[src/rtl/rcc_pkg.sv]
package rcc_pkg;
  typedef enum logic [2:0] {
    ST_IDLE,
    ST_PRE,
    ST_POST,
    ST_WAIT,
    ST_DONE
  } rcc_state_e;
endpackage

[src/rtl/rcc_edge_det.sv]
module rcc_edge_det (
  input  logic clk,
  input  logic rst_n,
  input  logic lvl_i,
  input  logic fall_i,
  output logic edge_o
);
  logic prev_q;

  always_ff @(posedge clk or negedge rst_n) begin
    if (!rst_n) prev_q <= 1'b0;
    else        prev_q <= lvl_i;
  end

  assign edge_o = fall_i ? (prev_q & ~lvl_i) : (~prev_q & lvl_i);
endmodule

[src/rtl/rcc_window.sv]
// Pre-trigger ring and post-trigger fill for the record being captured.
module rcc_window #(
  parameter int OFS_W = 3,
  localparam int CNT_W = OFS_W + 1
) (
  input  logic             clk,
  input  logic             rst_n,
  input  logic             clear_i,
  input  logic             in_pre_i,
  input  logic             in_post_i,
  input  logic             take_i,
  input  logic             ref_edge_i,
  input  logic [CNT_W-1:0] cfg_pre,
  input  logic [CNT_W-1:0] cfg_post,
  output logic             ref_ok_o,
  output logic             store_o,
  output logic [OFS_W-1:0] ofs_o,
  output logic             rec_end_o,
  output logic [OFS_W-1:0] ring_ptr_o
);
  logic [CNT_W-1:0] ptr_q, fill_q, pcnt_q;
  logic [CNT_W-1:0] post_idx, pcnt_nxt;
  logic [OFS_W-1:0] post_off;
  logic pre_nz, post_nz, pre_full, store_pre, store_post, post_last;

  assign pre_nz   = (cfg_pre != '0);
  assign post_nz  = (cfg_post != '0);
  assign pre_full = (fill_q == cfg_pre);
  assign ref_ok_o = in_pre_i & ref_edge_i & pre_full;

  assign store_pre  = in_pre_i & take_i & ~ref_ok_o & pre_nz;
  assign store_post = take_i & ((in_pre_i & ref_ok_o & post_nz) | in_post_i);
  assign store_o    = store_pre | store_post;

  assign post_idx = in_post_i ? pcnt_q : '0;
  assign pcnt_nxt = post_idx + CNT_W'(1);
  assign post_off = cfg_pre[OFS_W-1:0] + post_idx[OFS_W-1:0];
  assign ofs_o    = store_post ? post_off : ptr_q[OFS_W-1:0];
  assign post_last = take_i & (pcnt_nxt == cfg_post);

  assign rec_end_o = (in_pre_i & ref_ok_o & (~post_nz | post_last)) |
                     (in_post_i & post_last);
  assign ring_ptr_o = ptr_q[OFS_W-1:0];

  always_ff @(posedge clk or negedge rst_n) begin
    if (!rst_n) begin
      ptr_q  <= '0;
      fill_q <= '0;
      pcnt_q <= '0;
    end else if (clear_i) begin
      ptr_q  <= '0;
      fill_q <= '0;
      pcnt_q <= '0;
    end else begin
      if (store_pre) begin
        ptr_q <= (ptr_q + CNT_W'(1) == cfg_pre) ? '0 : ptr_q + CNT_W'(1);
        if (!pre_full) fill_q <= fill_q + CNT_W'(1);
      end
      if (store_post) pcnt_q <= pcnt_nxt;
    end
  end
endmodule

[src/rtl/rcc_seq.sv]
// Record sequencing: phases, record index, slot and overflow tracking.
module rcc_seq
  import rcc_pkg::*;
#(
  parameter int NSLOT  = 4,
  parameter int RCNT_W = 31,
  localparam int SLOT_W = (NSLOT > 1) ? $clog2(NSLOT) : 1
) (
  input  logic              clk,
  input  logic              rst_n,
  input  logic              start_i,
  input  logic              adv_edge_i,
  input  logic              ref_ok_i,
  input  logic              rec_end_i,
  input  logic [RCNT_W-1:0] cfg_records,
  input  logic [RCNT_W-1:0] fetched_cnt,
  output rcc_state_e        state_o,
  output logic              clear_o,
  output logic [SLOT_W-1:0] slot_o,
  output logic              ovf_o
);
  rcc_state_e        state_q, state_d;
  logic [RCNT_W-1:0] idx_q;
  logic [SLOT_W-1:0] slot_q;
  logic              ovf_q;
  logic [RCNT_W:0]   idx_nxt, ovf_lim;
  logic              begin_first, begin_next, last_rec;

  assign idx_nxt     = {1'b0, idx_q} + (RCNT_W+1)'(1);
  assign ovf_lim     = {1'b0, fetched_cnt} + (RCNT_W+1)'(NSLOT);
  assign last_rec    = (idx_nxt >= {1'b0, cfg_records});
  assign begin_first = start_i & ((state_q == ST_IDLE) | (state_q == ST_DONE));
  assign begin_next  = adv_edge_i & (state_q == ST_WAIT);
  assign clear_o     = begin_first | begin_next;

  always_comb begin
    state_d = state_q;
    case (state_q)
      ST_IDLE, ST_DONE: if (begin_first) state_d = ST_PRE;
      ST_PRE: begin
        if (rec_end_i)     state_d = last_rec ? ST_DONE : ST_WAIT;
        else if (ref_ok_i) state_d = ST_POST;
      end
      ST_POST: if (rec_end_i) state_d = last_rec ? ST_DONE : ST_WAIT;
      ST_WAIT: if (begin_next) state_d = ST_PRE;
      default: state_d = ST_IDLE;
    endcase
  end

  always_ff @(posedge clk or negedge rst_n) begin
    if (!rst_n) begin
      state_q <= ST_IDLE;
      idx_q   <= '0;
      slot_q  <= '0;
      ovf_q   <= 1'b0;
    end else begin
      state_q <= state_d;
      if (begin_first) begin
        idx_q  <= '0;
        slot_q <= '0;
        ovf_q  <= 1'b0;
      end else if (begin_next) begin
        idx_q  <= idx_nxt[RCNT_W-1:0];
        slot_q <= (slot_q == SLOT_W'(NSLOT-1)) ? '0 : slot_q + SLOT_W'(1);
        if (idx_nxt >= ovf_lim) ovf_q <= 1'b1;
      end
    end
  end

  assign state_o = state_q;
  assign slot_o  = slot_q;
  assign ovf_o   = ovf_q;
endmodule

[src/rtl/rec_capture_ctrl.sv]
module rec_capture_ctrl
  import rcc_pkg::*;
#(
  parameter int DATA_W = 8,
  parameter int OFS_W  = 3,
  parameter int NSLOT  = 4,
  parameter int RCNT_W = 31,
  localparam int CNT_W  = OFS_W + 1,
  localparam int SLOT_W = (NSLOT > 1) ? $clog2(NSLOT) : 1,
  localparam int ADDR_W = SLOT_W + OFS_W
) (
  input  logic              clk,
  input  logic              rst_n,
  input  logic              in_valid,
  output logic              in_ready,
  input  logic [DATA_W-1:0] in_data,
  input  logic              start_trig,
  input  logic              ref_trig,
  input  logic              adv_trig,
  input  logic              pause_trig,
  input  logic [CNT_W-1:0]  cfg_pre,
  input  logic [CNT_W-1:0]  cfg_post,
  input  logic [RCNT_W-1:0] cfg_records,
  input  logic              cfg_ref_fall,
  input  logic              cfg_adv_fall,
  input  logic [RCNT_W-1:0] fetched_cnt,
  output logic              wr_en,
  output logic [ADDR_W-1:0] wr_addr,
  output logic [DATA_W-1:0] wr_data,
  output logic [OFS_W-1:0]  ref_pos,
  output logic              eor,
  output logic              rdy_adv,
  output logic              done,
  output logic              overflow
);
  localparam int NTRIG = 2;

  logic [NTRIG-1:0] trig_lvl, trig_fall, trig_edge;
  rcc_state_e       state;
  logic             clear, in_pre, in_post, take;
  logic             ref_ok, store, rec_end;
  logic [OFS_W-1:0] ofs, ring_ptr;
  logic [SLOT_W-1:0] slot;

  assign trig_lvl  = {adv_trig, ref_trig};
  assign trig_fall = {cfg_adv_fall, cfg_ref_fall};

  for (genvar g = 0; g < NTRIG; g++) begin : g_edge
    rcc_edge_det u_edge (
      .clk    (clk),
      .rst_n  (rst_n),
      .lvl_i  (trig_lvl[g]),
      .fall_i (trig_fall[g]),
      .edge_o (trig_edge[g])
    );
  end

  assign in_pre   = (state == ST_PRE);
  assign in_post  = (state == ST_POST);
  assign in_ready = in_pre | in_post;
  assign take     = in_valid & in_ready & ~pause_trig;

  rcc_seq #(.NSLOT(NSLOT), .RCNT_W(RCNT_W)) u_seq (
    .clk         (clk),
    .rst_n       (rst_n),
    .start_i     (start_trig),
    .adv_edge_i  (trig_edge[1]),
    .ref_ok_i    (ref_ok),
    .rec_end_i   (rec_end),
    .cfg_records (cfg_records),
    .fetched_cnt (fetched_cnt),
    .state_o     (state),
    .clear_o     (clear),
    .slot_o      (slot),
    .ovf_o       (overflow)
  );

  rcc_window #(.OFS_W(OFS_W)) u_win (
    .clk        (clk),
    .rst_n      (rst_n),
    .clear_i    (clear),
    .in_pre_i   (in_pre),
    .in_post_i  (in_post),
    .take_i     (take),
    .ref_edge_i (trig_edge[0]),
    .cfg_pre    (cfg_pre),
    .cfg_post   (cfg_post),
    .ref_ok_o   (ref_ok),
    .store_o    (store),
    .ofs_o      (ofs),
    .rec_end_o  (rec_end),
    .ring_ptr_o (ring_ptr)
  );

  always_ff @(posedge clk or negedge rst_n) begin
    if (!rst_n) begin
      wr_en   <= 1'b0;
      wr_addr <= '0;
      wr_data <= '0;
      ref_pos <= '0;
      eor     <= 1'b0;
    end else begin
      wr_en <= store;
      eor   <= rec_end;
      if (store) begin
        wr_addr <= {slot, ofs};
        wr_data <= in_data;
      end
      if (ref_ok) ref_pos <= ring_ptr;
    end
  end

  assign rdy_adv = (state == ST_WAIT);
  assign done    = (state == ST_DONE);
endmodule

[config.mk]
export PLATFORM = sky130hd
export DESIGN_NAME = rec_capture_ctrl
export DESIGN_NICKNAME = d
export VERILOG_FILES = /design/src/rtl/rcc_pkg.sv /design/src/rtl/rcc_edge_det.sv /design/src/rtl/rcc_window.sv /design/src/rtl/rcc_seq.sv /design/src/rtl/rec_capture_ctrl.sv
export SDC_FILE = /design/constraint.sdc
export NUM_CORES = 1
export LEC_CHECK = 0
export ABC_AREA = 0
export BUFFER_PORTS_ARGS = -buffer_cell sky130_fd_sc_hd__buf_2
export CORE_MARGIN = 1
export CORE_UTILIZATION = 40
export CTS_CLUSTER_SIZE = 25
export DETAILED_ROUTE_END_ITERATION = 12
export GPL_TIMING_DRIVEN = 0
export PLACE_DENSITY = 0.6
export SETUP_SLACK_MARGIN = 0.4
export SLEW_MARGIN = 10
export SYNTH_ARGS = -nofsm -noshare
export SYNTH_HDL_FRONTEND = slang
export SYNTH_SLANG_ARGS = --single-unit
[constraint.sdc]
create_clock -name clk -period 4.3 [get_ports clk]
set_clock_uncertainty 0.05 [all_clocks]
set_input_delay 0.645 -clock clk [delete_from_list [all_inputs] [get_ports clk]]
set_output_delay 0.645 -clock clk [all_outputs]
set_load 0.01 [all_outputs]
==> flow_metrics.py, run 1 <==
metrics = {
    "status": {
        "status": "finished, final reports clean",
    },
    "cells_and_area": {
        "layout_commonest_cell": "buf_2",
        "fin_cells": 1001,
        "seq_area_um2": 1740,
        "area_growth_syn_to_layout_pct": 25.5,
        "final_cell_area_um2": 7270,
        "nets": 974,
        "multi_input_area_um2": 4060,
        "final_core_utilization_pct": 51.9,
        "diodes": 0,
        "mostFrequentLayoutCells": "buf_2, nand2_1, ha_1, dfrtp_1, o21ai_0",
        "fillers": 1376,
        "drive_gt1_share_pct": 24.5,
    },
    "synthesis": {
        "syn_avg_cell_area_um2": 8.55,
        "yosys_warnings": 0,
        "synth_compound_area_share_pct": 14.6,
        "synthCells": 677,
        "yosysTopAreaCellShare_pct": 29.8,
        "yosys.area_share.simple_pct": 21.4,
        "synth_ff_type": "dfrtp_1",
        "synth_nets": 835,
        "synth_top_family_by_area": "simple AND/OR/NAND/NOR gates",
        "synth-edff-count": 0,
        "synth.largest_area_cell": "dfrtp_1",
        "synthDistinctLibCells": 55,
        "seq_area_frac_synth_pct": 29.8,
        "synthMuxAreaShare_pct": 3.22,
        "synthXorXnorAreaFrac_pct": 11.6,
        "async_reset_ff_share_pct": 100,
        "synth_area_um2": 5790,
        "synth_area_leaders": "dfrtp_1, ha_1, xnor2_1",
        "synth-seq-cells": 69,
        "synth_adder_area_share_pct": 15.5,
    },
    "setup_path": {
        "crit_path_end_kind": "register",
        "r2r_end": "u_seq.state_o[2]",
        "cpLargestDelayFamily": "simple AND/OR/NAND/NOR gates",
        "slowest_stage": "or4b_4",
        "regToRegSetupSlack_ps": 520,
        "cp.arrival_ps": 3950,
        "required_ps": 4480,
        "max_stage_delay_ps": 540,
        "path_max_fanout": 6,
        "cp_cell_sequence": "nand4_2 > or4_1 > or4b_4 > buf_8 > xnor2_4 > ha_4 > a211oi_2 > nor2_1 > nor2_2 > o211ai_1 > a2111oi_4 > nand2_1 > a22o_1",
        "rr_worst_depth": 13,
        "cp_num_buf_inv": 1,
        "setup.worst_path.start_class": "register",
        "crit_type": "reg2reg",
        "r2r_start": "u_seq.idx_q[12]",
    },
    "timing": {
        "worstMarginPinSlew_ps": 857,
        "slew_headroom_pct": 42.1,
        "holdWs_ps": 175,
        "rsz0062_at_grt": "no",
        "min_period_ps": 3780,
        "finalSetupViolCount": 0,
        "fin_crit_sh_pct": 87.8,
        "timing.fmax_mhz": 265,
        "drv_slew": 0,
        "final-hold-violation-count": 0,
    },
    "clock_tree": {
        "cts_buffers": 9,
        "clk_latency_ps": 350,
        "clockBufferDepth": 2,
        "cts_root_buf": "clkbuf_16",
        "cts_tree": "yes",
        "cts-hold-fix-buffers": 0,
        "clkTransAtPathRegs_ps": 60,
        "cts_htree_levels": 3,
        "numClockSinks": 69,
    },
    "route": {
        "vias_per_cell": 5.44,
        "drt_first_iter_violations": 313,
        "dr_total_vias": 5447,
        "ant_nets": 0,
        "routed_wl_mm": 15.5,
        "firstDrtPassIters": 5,
        "post_drt_wl_per_cell_um": 15.5,
        "remaining_drc_errors": 0,
    },
    "power_and_ir_drop": {
        "peakVddDrop_mv": 0.248,
        "p_leak_nw": 3.62,
        "p_per_area_nw_per_um2": 334,
    },
    "floorplanning": {
        "start_util_pct": 41.4,
        "ios": 109,
        "rows": 43,
        "die_y_um": 122,
        "die_x_um": 122,
        "coreArea_um2": 14000,
        "dieArea_um2": 15000,
    },
    "grt": {
        "antenna_found_initial": 0,
        "overflow": 0,
        "grt_use_total_pct": 21.1,
        "grt_pass1_vias": 5140,
        "grt_first_pass_wirelength_mm": 24.7,
        "grt_max_degree": 44,
    },
    "place": {
        "gp_congestion": 0.886,
        "dp_hpwl_mm": 11.9,
        "placed_cells": 966,
        "place_area_um2": 6590,
        "io_buffers": 108,
    },
    "job": {
        "maxCapViolCount": 0,
    },
    "worst_hold_path": {
        "hold_class": "in2async",
    },
}
-- flip-flops by register name, summed over array words and instances (netlist names), 2 cells and up --
signal and cells:
g_edge.u_edge.prev_q 2, ref_pos 3, u_seq.idx_q 31, u_seq.slot_o 2, u_seq.state_o 3, u_win.fill_q 4, u_win.pcnt_q 4, u_win.ptr_q 4
wr_addr 5, wr_data 8
-- routing by layer --
metal / GRT usage, % / wire length (µm) / vias to the layer above
li1: - / - / 2699
met1: 27.0 / 7040 / 2629
met2: 36.4 / 7790 / 107
met3: 4.28 / 538 / 12
met4: 4.27 / 138 / 0
met5: 0 / 0 / -
-- how the worst max path moves through the flow --
stage,cells past startpoint,slack (ps),startpoint,endpoint
2_1_floorplan,15,700,u_seq.idx_q[0],u_seq.state_o[0]
3_3_place_gp,15,-490,u_seq.idx_q[0],u_seq.state_o[0]
3_5_place_dp,15,-690,u_seq.idx_q[0],u_seq.state_o[0]
4_1_cts,13,400,u_seq.idx_q[18],u_seq.state_o[0]
5_1_grt,16,380,u_seq.idx_q[0],u_seq.state_o[2]
6_report,13,520,u_seq.idx_q[12],u_seq.state_o[2]
-- through the flow --
stage / power, mW / setup WS, ps / setup TNS (ps)
6_report: 2.42 / 524 / 0
5_1_grt: 2.57 / 384 / 0
4_1_cts: 2.41 / 400 / 0
3_5_place_dp: 1.65 / -693 / -1760
3_3_place_gp: 1.62 / -495 / -1340
2_1_floorplan: 1.37 / 698 / 0
-- report_power, final --
| group | total (mW) | switching [mW] | internal (mW) |
|---|---|---|---|
| clock network | 0.750 | 0.289 | 0.461 |
| registers | 0.923 | 0.132 | 0.791 |
| logic | 0.751 | 0.394 | 0.357 |
| total | 2.42 | 0.815 | 1.61 |
-- cells in the mapped netlist, drive strengths merged, types with 12 or more instances --
| master | instances |
|---|---|
| dfrtp | 69 |
| nand3 | 50 |
| mux2 | 13 |
| nand2 | 70 |
| a21oi | 29 |
| xnor2 | 44 |
| nand4 | 12 |
| xor2 | 33 |
| nor3 | 12 |
| o21ai | 57 |
| and3 | 13 |
| inv | 42 |
| clkbuf | 14 |
| ha | 70 |
| nor2 | 44 |
-- logic make-up (layout without fill, tap and decap cells) --
kind of cell             Yosys count  after routing
AO/OA/AOI/OAI                    139            139
AND/OR/NAND/NOR                  245            245
XOR/XNOR                          77             77
adder cells (fa/ha/maj)           71             71
flip-flops                        69             69
buffers and inverters             59            203
multiplexers                      17             17
-- what timing repair did --
item                       CTS  global route
setup buffers                8            11
gates resized for setup     24            28
setup endpoints to repair    4             4
hold endpoints to repair     0             0
cloned                       0             0
pin swaps                    9            13
-- cell type report --
cell class	count	area share, %
multi-input combinational	549	55.9
clock buffer	11	3.34
timing repair buffer	128	9.87
buffer	17	1.07
clock inverter	5	0.689
sequential	69	23.9
tap	180	3.10
inverter	42	2.17
No activity file was read; power rests on OpenSTA's default activity.
==> inputs of run 2 (changes only) <==
--- a/config.mk
+++ b/config.mk
@@ -12,6 +12,7 @@
 export CTS_CLUSTER_SIZE = 25
 export DETAILED_ROUTE_END_ITERATION = 12
 export GPL_TIMING_DRIVEN = 0
+export MAX_ROUTING_LAYER = met4
 export PLACE_DENSITY = 0.6
 export SETUP_SLACK_MARGIN = 0.4
 export SLEW_MARGIN = 10
==> run 2 against run 1 <==
Combinational power is essentially flat. Highest routed layer unchanged. Sequential power is essentially flat. Die area unchanged. Hold slack better by 2.1 ps. Power hardly changed.
==> flow_metrics.py, run 2 (synthesis gave the netlist of run 1 again) <==
metrics = {
    "timing": {
        "rsz0062_at_grt": "no",
        "fin_crit_sh_pct": 87.6,
        "timing.fmax_mhz": 265,
        "holdWs_ps": 177,
        "finalSetupViolCount": 0,
        "slew_headroom_pct": 43.0,
        "final-hold-violation-count": 0,
        "final.setup.worst_slack_ps": 532,
        "min_period_ps": 3770,
        "worstMarginPinSlew_ps": 844,
        "drv_slew": 0,
    },
    "job": {
        "maxCapViolCount": 0,
    },
    "clock_tree": {
        "clkTransAtPathRegs_ps": 60,
        "cts_buffers": 9,
        "numClockSinks": 69,
        "cts_htree_levels": 3,
        "cts-hold-fix-buffers": 0,
        "clk_latency_ps": 340,
        "cts_root_buf": "clkbuf_16",
        "clockBufferDepth": 2,
        "cts_tree": "yes",
    },
    "power_and_ir_drop": {
        "pwr-share-clk_pct": 30.9,
        "p_leak_nw": 3.62,
        "internal_power_mw": 1.61,
        "peakVddDrop_mv": 0.248,
        "pwr-share-seq_pct": 38.1,
        "p_comb_share_pct": 31.0,
        "swShare_pct": 33.7,
        "total_power_mw": 2.42,
        "p_sw_mw": 0.816,
        "p_per_area_nw_per_um2": 334,
    },
    "cells_and_area": {
        "fin_cells": 1001,
        "drive_gt1_share_pct": 24.5,
        "layout_commonest_cell": "buf_2",
        "diodes": 0,
        "largest-register": "u_seq.idx_q",
        "nets": 974,
        "largest_reg_flops": 31,
        "reg_top3": "u_seq.idx_q x31, wr_data x8, wr_addr x5",
        "final_core_utilization_pct": 51.9,
        "area_growth_syn_to_layout_pct": 25.4,
        "mostFrequentLayoutCells": "buf_2, nand2_1, ha_1, dfrtp_1, o21ai_0",
    },
    "grt": {
        "antenna_found_initial": 0,
        "grt_max_degree": 44,
        "grt_use_met2_pct": 36.4,
        "met1_usage_pct": 27.0,
        "overflow": 0,
        "grt_first_pass_wirelength_mm": 24.6,
        "use_met3_pct": 4.18,
        "grt_pass1_vias": 5147,
        "grt_use_total_pct": 21.6,
        "busiest_layer": "met2",
    },
    "place": {
        "gp_congestion": 0.901,
        "pre_cts_slack_ps": -693,
        "dp_hpwl_mm": 11.9,
        "placed_cells": 966,
        "io_buffers": 108,
    },
    "setup_path": {
        "required_ps": 4480,
        "cp.arrival_ps": 3950,
        "path_max_fanout": 6,
        "crit_type": "reg2reg",
        "setup.worst_path.start_class": "register",
        "crit_path_end_kind": "register",
    },
    "floorplanning": {
        "rows": 43,
        "ios": 109,
        "die_x_um": 122,
        "die_y_um": 122,
        "coreArea_um2": 14000,
        "dieArea_um2": 15000,
        "start_util_pct": 41.4,
    },
    "route": {
        "ant_nets": 0,
        "vias_per_cell": 5.43,
        "dr_total_vias": 5433,
        "post_drt_wl_per_cell_um": 15.5,
        "drt_first_iter_violations": 283,
        "firstDrtPassIters": 4,
        "remaining_drc_errors": 0,
        "routed_wl_mm": 15.5,
    },
    "worst_hold_path": {
        "hold_class": "in2async",
    },
    "status": {
        "status": "finished, final reports clean",
    },
}
## run 2: cell counts in the layout (fill, tap and decap cells not counted)
Identical to the previous run, type by type.
## run 2: area by class of cell
| cell class | count | area (µm²) |
|---|---|---|
| Fill cell | 1377 | 6730 |
| Multi-Input combinational cell | 549 | 4060 |
| Sequential cell | 69 | 1740 |
| Timing Repair Buffer | 128 | 717 |
| Clock buffer | 11 | 243 |
| Tap cell | 180 | 225 |
| Inverter | 42 | 158 |
| Buffer | 17 | 73.8 |
| Clock inverter | 5 | 50.0 |
## run 2: metal layers
metal  wire [µm]  vias up
li1            -     2699
met1        7000     2624
met2        7860       96
met3         520       14
met4         139        0
met5           0        -
## run 2: stage by stage
step / area (µm²) / setup TNS (ps)
after floorplan: 5790 / 0
after global placement: 6560 / -1340
after global routing: 7260 / 0
after detailed placement: 6590 / -1760
final: 7260 / 0
after CTS: 7050 / 0
## run 2: timing repair
| action | in CTS | in global routing |
|---|---|---|
| setup buffers | 8 | 11 |
| endpoints found under the setup margin | 4 | 4 |
| pin swaps | 9 | 13 |
| endpoints found under the hold margin | 0 | 0 |
| resized for setup | 24 | 27 |
## run 2: worst paths after layout
| path | from | endpoint | slack, ps | cells after the start |
|---|---|---|---|---|
| worst max-delay path | u_seq.idx_q[12] | u_seq.state_o[2] | 530 | 13 |
| worst min-delay path | rst_n | u_seq.idx_q[30] | 180 | 1 |
| worst max register to register | u_seq.idx_q[12] | u_seq.state_o[2] | 530 | 13 |
| worst min register to register | u_seq.ovf_o | u_seq.ovf_o | 450 | 2 |
| max in group asynchronous | rst_n | u_seq.idx_q[1] | 3460 | 2 |
| min in group clk | ref_trig | g_edge[0].u_edge.prev_q | 380 | 1 |
## run 2: worst max-delay path: stages, from the launching register on
cell,delay [ps]
dfrtp_2,370
nand4_2,160
or4_1,500
or4b_4,530
buf_6,170
xnor2_4,180
ha_4,230
a211oi_2,220
nor2_1,80
nor2_2,150
o211ai_1,160
a2111oi_4,460
nand2_1,160
a22o_1,220
## run 2: power groups by stage
stage / Clock [mW] / Combinational [mW] / Sequential, mW
after floorplan: 0 / 0.433 / 0.935
after global placement: 0 / 0.697 / 0.920
after detailed placement: 0 / 0.723 / 0.930
after CTS: 0.755 / 0.732 / 0.921
after global routing: 0.782 / 0.839 / 0.944
final: 0.749 / 0.751 / 0.923
==> inputs of run 3 (changes only) <==
--- a/config.mk
+++ b/config.mk
@@ -7,7 +7,7 @@
 export LEC_CHECK = 0
 export ABC_AREA = 0
 export BUFFER_PORTS_ARGS = -buffer_cell sky130_fd_sc_hd__buf_2
-export CORE_MARGIN = 1
+export CORE_MARGIN = 2
 export CORE_UTILIZATION = 40
 export CTS_CLUSTER_SIZE = 25
 export DETAILED_ROUTE_END_ITERATION = 12
==> run 3 against run 2 <==
Sequential share of layout area is 0.21 points lower. Combinational power hardly changed. Global-route usage is 1.3 points lower. Register-to-register slack better by 20 ps. Die area is 3.3% higher. Sequential power is 0.7% lower. Power is 3.0% lower. Count of clock-buffer cells in the layout is 1 lower. Wire length is 0.35% lower. Core utilization is 0.49 points higher. Highest routed layer unchanged.
==> flow_metrics.py, run 3 (synthesis gave the netlist of run 1 again) <==
metrics = {
    "status": {
        "status": "finished, final reports clean",
    },
    "clock_tree": {
        "cts_buffers": 9,
        "clockBufferDepth": 2,
        "cts-hold-fix-buffers": 0,
        "clk_latency_ps": 330,
        "clkTransAtPathRegs_ps": 60,
        "cts_root_buf": "clkbuf_16",
        "cts_htree_levels": 3,
        "cts_tree": "yes",
        "numClockSinks": 69,
    },
    "timing": {
        "rsz0062_at_grt": "no",
        "timing.fmax_mhz": 267,
        "drv_slew": 0,
        "fin_crit_sh_pct": 87.2,
        "slew_headroom_pct": 42.1,
        "finalSetupViolCount": 0,
        "min_period_ps": 3750,
        "final-hold-violation-count": 0,
        "worstMarginPinSlew_ps": 858,
    },
    "route": {
        "ant_nets": 0,
        "routed_wl_mm": 15.5,
        "drt_first_iter_violations": 308,
        "wl_met2_mm": 7.81,
        "wl_met3_um": 527,
        "vias_per_cell": 5.35,
        "highest_layer": "met4",
        "remaining_drc_errors": 0,
        "firstDrtPassIters": 7,
        "wl_met1_mm": 6.96,
        "post_drt_wl_per_cell_um": 15.3,
        "dr_total_vias": 5409,
    },
    "setup_path": {
        "crit_path_end_kind": "register",
        "cp_num_buf_inv": 2,
        "cp.arrival_ps": 3920,
        "path_max_fanout": 5,
        "r2r_start": "u_seq.idx_q[0]",
        "cp_cell_sequence": "buf_4 > nand4_1 > nor3_2 > or4b_4 > buf_8 > xnor2_4 > ha_4 > a211oi_2 > nor2_1 > nor2_2 > o211ai_1 > a2111oi_4 > nand2_1 > a22o_1",
        "slowest_stage": "or4b_4",
        "critPathLaunch": "u_seq.idx_q[0]",
        "required_ps": 4470,
        "crit_type": "reg2reg",
        "cpLargestDelayFamily": "simple AND/OR/NAND/NOR gates",
        "setup.worst_path.start_class": "register",
        "max_stage_delay_ps": 510,
    },
    "cells_and_area": {
        "diodes": 0,
        "area_growth_syn_to_layout_pct": 26.6,
        "seq_area_um2": 1740,
        "mostFrequentLayoutCells": "buf_2, nand2_1, ha_1, dfrtp_1, o21ai_0",
        "drive_gt1_share_pct": 25.6,
        "nets": 984,
        "reg_top3": "u_seq.idx_q x31, wr_data x8, wr_addr x5",
        "layout_commonest_cell": "buf_2",
        "largest_reg_flops": 31,
        "multi_input_area_um2": 4060,
        "largest-register": "u_seq.idx_q",
        "final_cell_area_um2": 7330,
        "fillers": 1350,
    },
    "place": {
        "io_buffers": 108,
        "place_area_um2": 6590,
        "dp_hpwl_mm": 11.9,
        "gp_congestion": 0.905,
    },
    "grt": {
        "grt_pass1_vias": 5352,
        "grt_first_pass_wirelength_mm": 25.5,
        "overflow": 0,
        "grt_use_total_pct": 20.4,
        "antenna_found_initial": 0,
        "grt_max_degree": 53,
    },
    "power_and_ir_drop": {
        "total_power_mw": 2.35,
        "p_per_area_nw_per_um2": 321,
        "peakVddDrop_mv": 0.205,
        "p_leak_nw": 3.63,
    },
    "floorplanning": {
        "coreArea_um2": 14000,
        "die_x_um": 124,
        "start_util_pct": 41.4,
        "rows": 43,
        "ios": 109,
        "die_y_um": 124,
        "dieArea_um2": 15500,
    },
    "job": {
        "maxCapViolCount": 0,
    },
    "worst_hold_path": {
        "hold_class": "in2async",
    },
}
[run 3: cell types whose count changed in the layout (fill, tap and decap cells not counted), sizes merged]
cell,previous run,this run
buf,131,141
bufinv,1,0
clkbuf,25,24
clkinvlp,0,2
[run 3: worst register-to-register path: cells and delay by family (launching register included)]
kind	cells	cell delay [ps]
AND/OR/NAND/NOR	6	1410
AO/OA/AOI/OAI	4	1060
flip-flops	1	420
buffers and inverters	2	300
adder cells (fa/ha/maj)	1	230
XOR/XNOR	1	180
[run 3: per-stage QoR]
stage	setup WS, ps	utilization (%)	hold WS [ps]	setup TNS, ps	cells
after floorplan	698	-	299	0	677
after global placement	-502	46.9	433	-1360	965
after detailed placement	-529	47.1	440	-1440	966
after CTS	415	49.8	144	0	985
after global routing	312	52.4	151	0	1011
final	549	52.4	143	0	1011
[run 3: layout make-up]
class,instances,share of cell area (%)
inverters,42,2.15
clock inverters,6,0.529
well taps,180,3.07
plain buffers,17,1.06
multi-input cells,549,55.4
flip-flops and latches,69,23.7
clock buffers,10,3.26
repair buffers,138,10.8
[run 3: power by group]
group / switching [mW] / internal [mW] / leakage, nW / total [mW]
Clock: 0.282 / 0.403 / 0.134 / 0.686
Combinational: 0.395 / 0.354 / 2.60 / 0.749
Sequential: 0.126 / 0.791 / 0.899 / 0.917
Total: 0.804 / 1.55 / 3.63 / 2.35
[run 3: metal layers]
layer  GRT usage, %  vias to the layer above
met3           3.35                       17
met2           34.8                       91
li1               -                     2720
met1           25.5                     2581
met5              -                        -
met4           4.16                        0
[run 3: repair_timing]
| action | in CTS | in global routing |
|---|---|---|
| cloned | 0 | 0 |
| buffers inserted | 3 | 26 |
| resized for setup | 19 | 37 |
| pin swaps | 4 | 17 |
| endpoints found under the setup margin | 3 | 4 |
[run 3: final timing paths]
check                                     endpoint  slack, ps  cells after the start
max                               u_seq.state_o[2]        550                     14
min                                u_seq.idx_q[14]        140                      1
max reg2reg                       u_seq.state_o[2]        550                     14
min reg2reg                             wr_data[3]        450                      1
max in group asynchronous           u_seq.idx_q[0]       3510                      2
min in group clk           g_edge[0].u_edge.prev_q        400                      1
